<file path="src/rtl/pic_pkg.sv">
package pic_pkg;
   typedef enum logic [1:0] {
      IO_IDLE,
      IO_MASK_WR,
      IO_EOI,
      IO_OTHER
   } io_op_e;
endpackage

</file>
<file path="src/rtl/pic_req_sync.sv">
module pic_req_sync #(
   parameter int N      = 8,
   parameter int STAGES = 2
) (
   input  logic         clk,
   input  logic         rst_n,
   input  logic [N-1:0] lines,
   output logic [N-1:0] rise
);
   logic [N-1:0] synced;
   logic [N-1:0] last_q;

   generate
      if (STAGES == 0) begin : g_direct
         assign synced = lines;
      end else begin : g_chain
         logic [N-1:0] stg_q [STAGES];
         always_ff @(posedge clk or negedge rst_n) begin
            if (!rst_n) begin
               for (int k = 0; k < STAGES; k++) stg_q[k] <= '0;
            end else begin
               stg_q[0] <= lines;
               for (int k = 1; k < STAGES; k++) stg_q[k] <= stg_q[k-1];
            end
         end
         assign synced = stg_q[STAGES-1];
      end
   endgenerate

   always_ff @(posedge clk or negedge rst_n) begin
      if (!rst_n) last_q <= '0;
      else        last_q <= synced;
   end

   assign rise = synced & ~last_q;
endmodule

</file>
<file path="src/rtl/pic_prio_enc.sv">
module pic_prio_enc #(
   parameter int N     = 8,
   localparam int IDX_W = $clog2(N)
) (
   input  logic [N-1:0]     req,
   output logic             valid,
   output logic [IDX_W-1:0] idx,
   output logic [N-1:0]     onehot
);
   always_comb begin
      valid = 1'b0;
      idx   = '0;
      for (int i = N - 1; i >= 0; i--) begin
         if (req[i]) begin
            valid = 1'b1;
            idx   = IDX_W'(i);
         end
      end
      onehot = valid ? (N'(1) << idx) : '0;
   end
endmodule

</file>
<file path="src/rtl/pic_io_decode.sv">
module pic_io_decode
   import pic_pkg::*;
#(
   parameter int ADDR_W    = 8,
   parameter int DATA_W    = 8,
   parameter int EOI_PORT  = 'h20,
   parameter int MASK_PORT = 'h21,
   parameter int EOI_CODE  = 'h20
) (
   input  logic              wr,
   input  logic [ADDR_W-1:0] addr,
   input  logic [DATA_W-1:0] wdata,
   output io_op_e            op
);
   always_comb begin
      op = IO_IDLE;
      if (wr) begin
         if (addr == ADDR_W'(MASK_PORT))
            op = IO_MASK_WR;
         else if (addr == ADDR_W'(EOI_PORT) && wdata == DATA_W'(EOI_CODE))
            op = IO_EOI;
         else
            op = IO_OTHER;
      end
   end
endmodule

</file>
<file path="src/rtl/prio_irq_ctrl.sv">
module prio_irq_ctrl
   import pic_pkg::*;
#(
   parameter int NUM_IRQ     = 8,
   parameter int DATA_W      = 8,
   parameter int ADDR_W      = 8,
   parameter int VEC_BASE    = 8,
   parameter int SYNC_STAGES = 2,
   parameter int EOI_PORT    = 'h20,
   parameter int MASK_PORT   = 'h21,
   parameter int EOI_CODE    = 'h20
) (
   input  logic               clk,
   input  logic               rst_n,
   input  logic [NUM_IRQ-1:0] irq_in,
   output logic               int_out,
   input  logic               inta,
   output logic [DATA_W-1:0]  vec_out,
   input  logic               io_wr,
   input  logic [ADDR_W-1:0]  io_addr,
   input  logic [DATA_W-1:0]  io_wdata,
   input  logic               rd_sel,
   output logic [DATA_W-1:0]  io_rdata
);
   localparam int IDX_W = $clog2(NUM_IRQ);

   generate
      if (NUM_IRQ < 2 || NUM_IRQ > DATA_W) begin : g_bad_width
         $error("NUM_IRQ must lie between 2 and DATA_W");
      end
      if (VEC_BASE + NUM_IRQ > (1 << DATA_W)) begin : g_bad_vec
         $error("vector range exceeds DATA_W");
      end
      if (SYNC_STAGES < 0) begin : g_bad_sync
         $error("SYNC_STAGES must not be negative");
      end
   endgenerate

   logic [NUM_IRQ-1:0] irr_q, isr_q, imr_q;
   logic [NUM_IRQ-1:0] rise;
   logic               pend_v, svc_v;
   logic [IDX_W-1:0]   pend_idx, svc_idx;
   logic [NUM_IRQ-1:0] pend_oh, svc_oh;
   logic               ack, eoi, mask_wr;
   io_op_e             op;

   pic_req_sync #(.N(NUM_IRQ), .STAGES(SYNC_STAGES)) u_sync (
      .clk   (clk),
      .rst_n (rst_n),
      .lines (irq_in),
      .rise  (rise)
   );

   pic_prio_enc #(.N(NUM_IRQ)) u_pend_enc (
      .req    (irr_q & ~imr_q),
      .valid  (pend_v),
      .idx    (pend_idx),
      .onehot (pend_oh)
   );

   pic_prio_enc #(.N(NUM_IRQ)) u_svc_enc (
      .req    (isr_q),
      .valid  (svc_v),
      .idx    (svc_idx),
      .onehot (svc_oh)
   );

   pic_io_decode #(
      .ADDR_W    (ADDR_W),
      .DATA_W    (DATA_W),
      .EOI_PORT  (EOI_PORT),
      .MASK_PORT (MASK_PORT),
      .EOI_CODE  (EOI_CODE)
   ) u_dec (
      .wr    (io_wr),
      .addr  (io_addr),
      .wdata (io_wdata),
      .op    (op)
   );

   assign mask_wr = (op == IO_MASK_WR);
   assign eoi     = (op == IO_EOI);
   assign int_out = pend_v && (!svc_v || (pend_idx < svc_idx));
   assign ack     = inta && int_out;

   always_ff @(posedge clk or negedge rst_n) begin
      if (!rst_n) begin
         irr_q   <= '0;
         isr_q   <= '0;
         imr_q   <= '1;
         vec_out <= '0;
      end else begin
         irr_q <= (irr_q & ~(ack ? pend_oh : '0)) | rise;
         isr_q <= (isr_q & ~(eoi ? svc_oh : '0)) | (ack ? pend_oh : '0);
         if (mask_wr) imr_q <= io_wdata[NUM_IRQ-1:0];
         if (ack) vec_out <= DATA_W'(VEC_BASE) + DATA_W'(pend_idx);
      end
   end

   always_comb begin
      io_rdata = '0;
      if (io_addr == ADDR_W'(MASK_PORT))
         io_rdata = DATA_W'(imr_q);
      else if (io_addr == ADDR_W'(EOI_PORT))
         io_rdata = rd_sel ? DATA_W'(isr_q) : DATA_W'(irr_q);
   end
endmodule

</file>
<file path="config.mk">
export PLATFORM = sky130hd
export DESIGN_NAME = prio_irq_ctrl
export DESIGN_NICKNAME = d
export VERILOG_FILES = /design/src/rtl/pic_pkg.sv /design/src/rtl/pic_req_sync.sv /design/src/rtl/pic_prio_enc.sv /design/src/rtl/pic_io_decode.sv /design/src/rtl/prio_irq_ctrl.sv
export SDC_FILE = /design/constraint.sdc
export NUM_CORES = 1
export LEC_CHECK = 0
export BUFFER_PORTS_ARGS = -buffer_cell sky130_fd_sc_hd__buf_2
export CAP_MARGIN = 20
export CORE_MARGIN = 10
export CORE_UTILIZATION = 45
export DETAILED_ROUTE_END_ITERATION = 8
export GPL_TIMING_DRIVEN = 1
export PLACE_DENSITY = 0.67
export SLEW_MARGIN = 20
export SYNTH_ARGS = -nofsm -noshare
export SYNTH_HDL_FRONTEND = slang
export SYNTH_SLANG_ARGS = --single-unit
</file>
<file path="constraint.sdc">
create_clock -name clk -period 5.4 [get_ports clk]
set_input_delay 0.54 -clock clk [delete_from_list [all_inputs] [get_ports clk]]
set_output_delay 0.54 -clock clk [all_outputs]
set_load 0.01 [all_outputs]
</file>
==> results.sh <==
export IMPL_grt_antenna_before_repair=0
export IMPL_drtAntennaViolNets=0
export IMPL_syn_avg_cell_area_um2=10.9
export IMPL_synth_cell_types=51
export IMPL_place_inst=339
export IMPL_first_iter_violations=123
export IMPL_fin_area_mm2=0.00286
export IMPL_mostFrequentLayoutCell="dfrtp_1"
export IMPL_coreArea_mm2=0.00544
export IMPL_clkTransAtPathRegs_ns=0.09
export IMPL_totalWireLength_mm=5.69
export IMPL_rsz0062_at_grt="no"
export IMPL_ys_flop_type="dfrtp_1"
export IMPL_worstPathRequired_ns=4.86
export IMPL_die_area_mm2=0.00895
export IMPL_async_flop_share=1.00
export IMPL_r2r_cells=9
export IMPL_synthMuxAreaShare=0.0680
export IMPL_p_sw_frac=0.313
export IMPL_clock_root_buffer="clkbuf_8"
export IMPL_final_min_clock_period_ns=3.39
export IMPL_synthAdderAreaFrac=0.0100
export IMPL_worstReg2RegEnd="isr_q[3]"
export IMPL_timing_fmax_ghz=0.295
export IMPL_finalHoldViolations=0
export IMPL_synth_top_family_by_area="simple AND/OR/NAND/NOR gates"
export IMPL_total_power_w=0.000888
export IMPL_peakVddDrop_v=0.000206
export IMPL_num_rows=27
export IMPL_cts_hold_buf=0
export IMPL_yosysWarnings=0
export IMPL_pwr_share_clk=0.250
export IMPL_ys_seq_area_frac=0.524
export IMPL_area_growth_pct=14.0
export IMPL_p_comb_frac=0.217
export IMPL_cts_tree="built"
export IMPL_final_max_slew_violation_count=0
export IMPL_viasPerCell=5.46
export IMPL_syn_area_mm2=0.00250
export IMPL_grt_overflow_total=0
export IMPL_insertion_delay_ns=0.30
export IMPL_cap_violations=0
export IMPL_die_h_um=94.6
export IMPL_worst_slew_pin_slew_ns=0.724
export IMPL_yosysTopAreaCell="dfrtp_1"
export IMPL_finalSetupViolations=0
export IMPL_syn_inst=230
export IMPL_diodes=0
export IMPL_detail_route_wl_per_cell_um=16.4
export IMPL_grt_max_degree=53
export IMPL_ys_top_cells_by_area="dfrtp_1 44%, dfstp_2 8.4%, mux2_2 3.6%, mux2i_1 3.2%, nand2b_1 2.7%"
export IMPL_leakage_nw=1.34
export IMPL_cts_sinks=52
export IMPL_powerDensity_mw_per_mm2=311
export IMPL_p_switching_w=0.000278
export IMPL_slew_limit_headroom=0.518
export IMPL_hold_path_class="in2async"
export IMPL_clk_path_buf_depth=2
export IMPL_endpoint_kind="primary output"
export IMPL_cts_max_level=2
export IMPL_fin_nets=305
export IMPL_vias=1894
export IMPL_final_cell_mix="44 x dfrtp_1, 41 x buf_2, 16 x nand2_1"
export IMPL_fin_ws_ns=2.01
export IMPL_grt_use_total=0.133
export IMPL_synth_seq_cells=52
export IMPL_cts_resized=0
export IMPL_fin_tns_setup_ns=0
export IMPL_crit_type="reg2out"
export IMPL_drt_first_pass_iters=4
export IMPL_grt_pass1_vias=2002
export IMPL_place_hpwl_mm=4.39
export IMPL_reg2reg_slack_ns=2.34
export IMPL_synth_edf_count=0
export IMPL_drive_above_1_share=0.273
export IMPL_start_util=0.460
export IMPL_reg2reg_from="imr_q[0]"
export IMPL_globalplace_congestion=0.877
export IMPL_synth_compound_area_share=0.157
export IMPL_final_cell_count_no_fill=347
export IMPL_synth_xor_xnor_area_share=0
export IMPL_pin_count=46
export IMPL_die_x_um=94.6
export IMPL_drc=0
export IMPL_cts_buffers=5
export IMPL_numPortBuffers=41
export IMPL_arrival_ns=2.85
export IMPL_skew_ns=0.0125
export IMPL_synth_top_area_share=0.440
export IMPL_placed_area_mm2=0.00276
export IMPL_power_frac_seq=0.533
export IMPL_cts_setup_buffers=0
export IMPL_grt_first_pass_wirelength_mm=9.45
export IMPL_post_place_ws_ns=2.36
export IMPL_crit_path_max_fanout=5
export IMPL_internal_power_w=0.000610
export IMPL_finalCritPeriodShare=0.628
export IMPL_synthSimpleGateAreaFrac=0.199
export IMPL_status="complete, no violations"
export IMPL_crit_path_start_kind="register"
worst max-delay path, cell delays in order (launching register included):
cell and delay [ns]:
dfstp_2 0.56, nor2b_1 0.09, nor4_1 0.59, and2_1 0.22, ha_1 0.24, a21oi_1 0.26, a22o_1 0.27, a31oi_1 0.09
nor2_1 0.11, buf_2 0.14
final cells by class:
class,instances,area (um^2)
Fill cell,490,2580
Inverter,12,45.0
Multi-Input combinational cell,161,1100
Tap cell,72,90.1
Clock buffer,6,82.6
Clock inverter,2,10.0
Timing Repair Buffer,42,213
Sequential cell,52,1310
registers in the layout, summed over array words and instances, names as in the netlist:
register / flops
imr_q: 8
irr_q: 8
isr_q: 8
u_sync.g_chain.stg_q: 8
u_sync.last_q: 8
u_sync.synced: 8
vec_out: 4
cells by family (layout without fill, tap and decap cells):
family / after synthesis / count (layout)
simple gates: 81 / 81
compound gates: 58 / 58
flops: 52 / 52
buf+inv: 20 / 62
mux: 16 / 16
fa+ha+maj: 2 / 2
other cells: 1 / 4
worst max path at each step:
stage,startpoint,endpoint,slack [ns],cells after the start
finish,imr_q[0],int_out,2.01,9
global route,imr_q[0],int_out,1.79,9
CTS,imr_q[0],int_out,2.04,9
detailed placement,imr_q[0],int_out,2.36,9
global placement,imr_q[0],int_out,2.44,9
floorplan,imr_q[0],int_out,2.73,8
synth_stat cells, types with 4 or more instances:
cell type,instances
a21oi_1,7
a22o_1,4
and2_1,4
buf_4,4
dfrtp_1,44
dfstp_2,8
inv_1,11
mux2_2,8
mux2i_1,8
nand2_1,16
nand2b_1,11
nor2_1,15
nor2b_1,9
nor3_1,4
o21ai_0,10
o21ai_1,8
o31ai_1,5
metrics by stage:
step	util	hold slack, ns
6_report	0.525	0.340
5_1_grt	0.525	0.314
4_1_cts	0.525	0.328
3_5_place_dp	0.508	0.336
3_3_place_gp	0.508	0.333
2_1_floorplan	-	0.244
power groups by stage:
stage,sequential (W),combinational [W],clock (W)
4_1_cts,0.000472,0.000193,0.000233
5_1_grt,0.000478,0.000212,0.000247
2_1_floorplan,0.000462,0.000144,0
3_5_place_dp,0.000480,0.000192,0
6_report,0.000474,0.000193,0.000222
3_3_place_gp,0.000479,0.000192,0
routing by layer:
| layer | vias to the layer above | share of wire | wire (um) | global-route usage |
|---|---|---|---|---|
| li1 | 913 | - | - | - |
| met1 | 920 | 0.42 | 2380 | 0.151 |
| met2 | 54 | 0.52 | 2940 | 0.241 |
| met3 | 7 | 0.051 | 292 | 0.0309 |
| met4 | 0 | 0.014 | 78 | 0.0436 |
| met5 | - | 0 | 0 | 0 |
(Power assumes the default switching activity.)
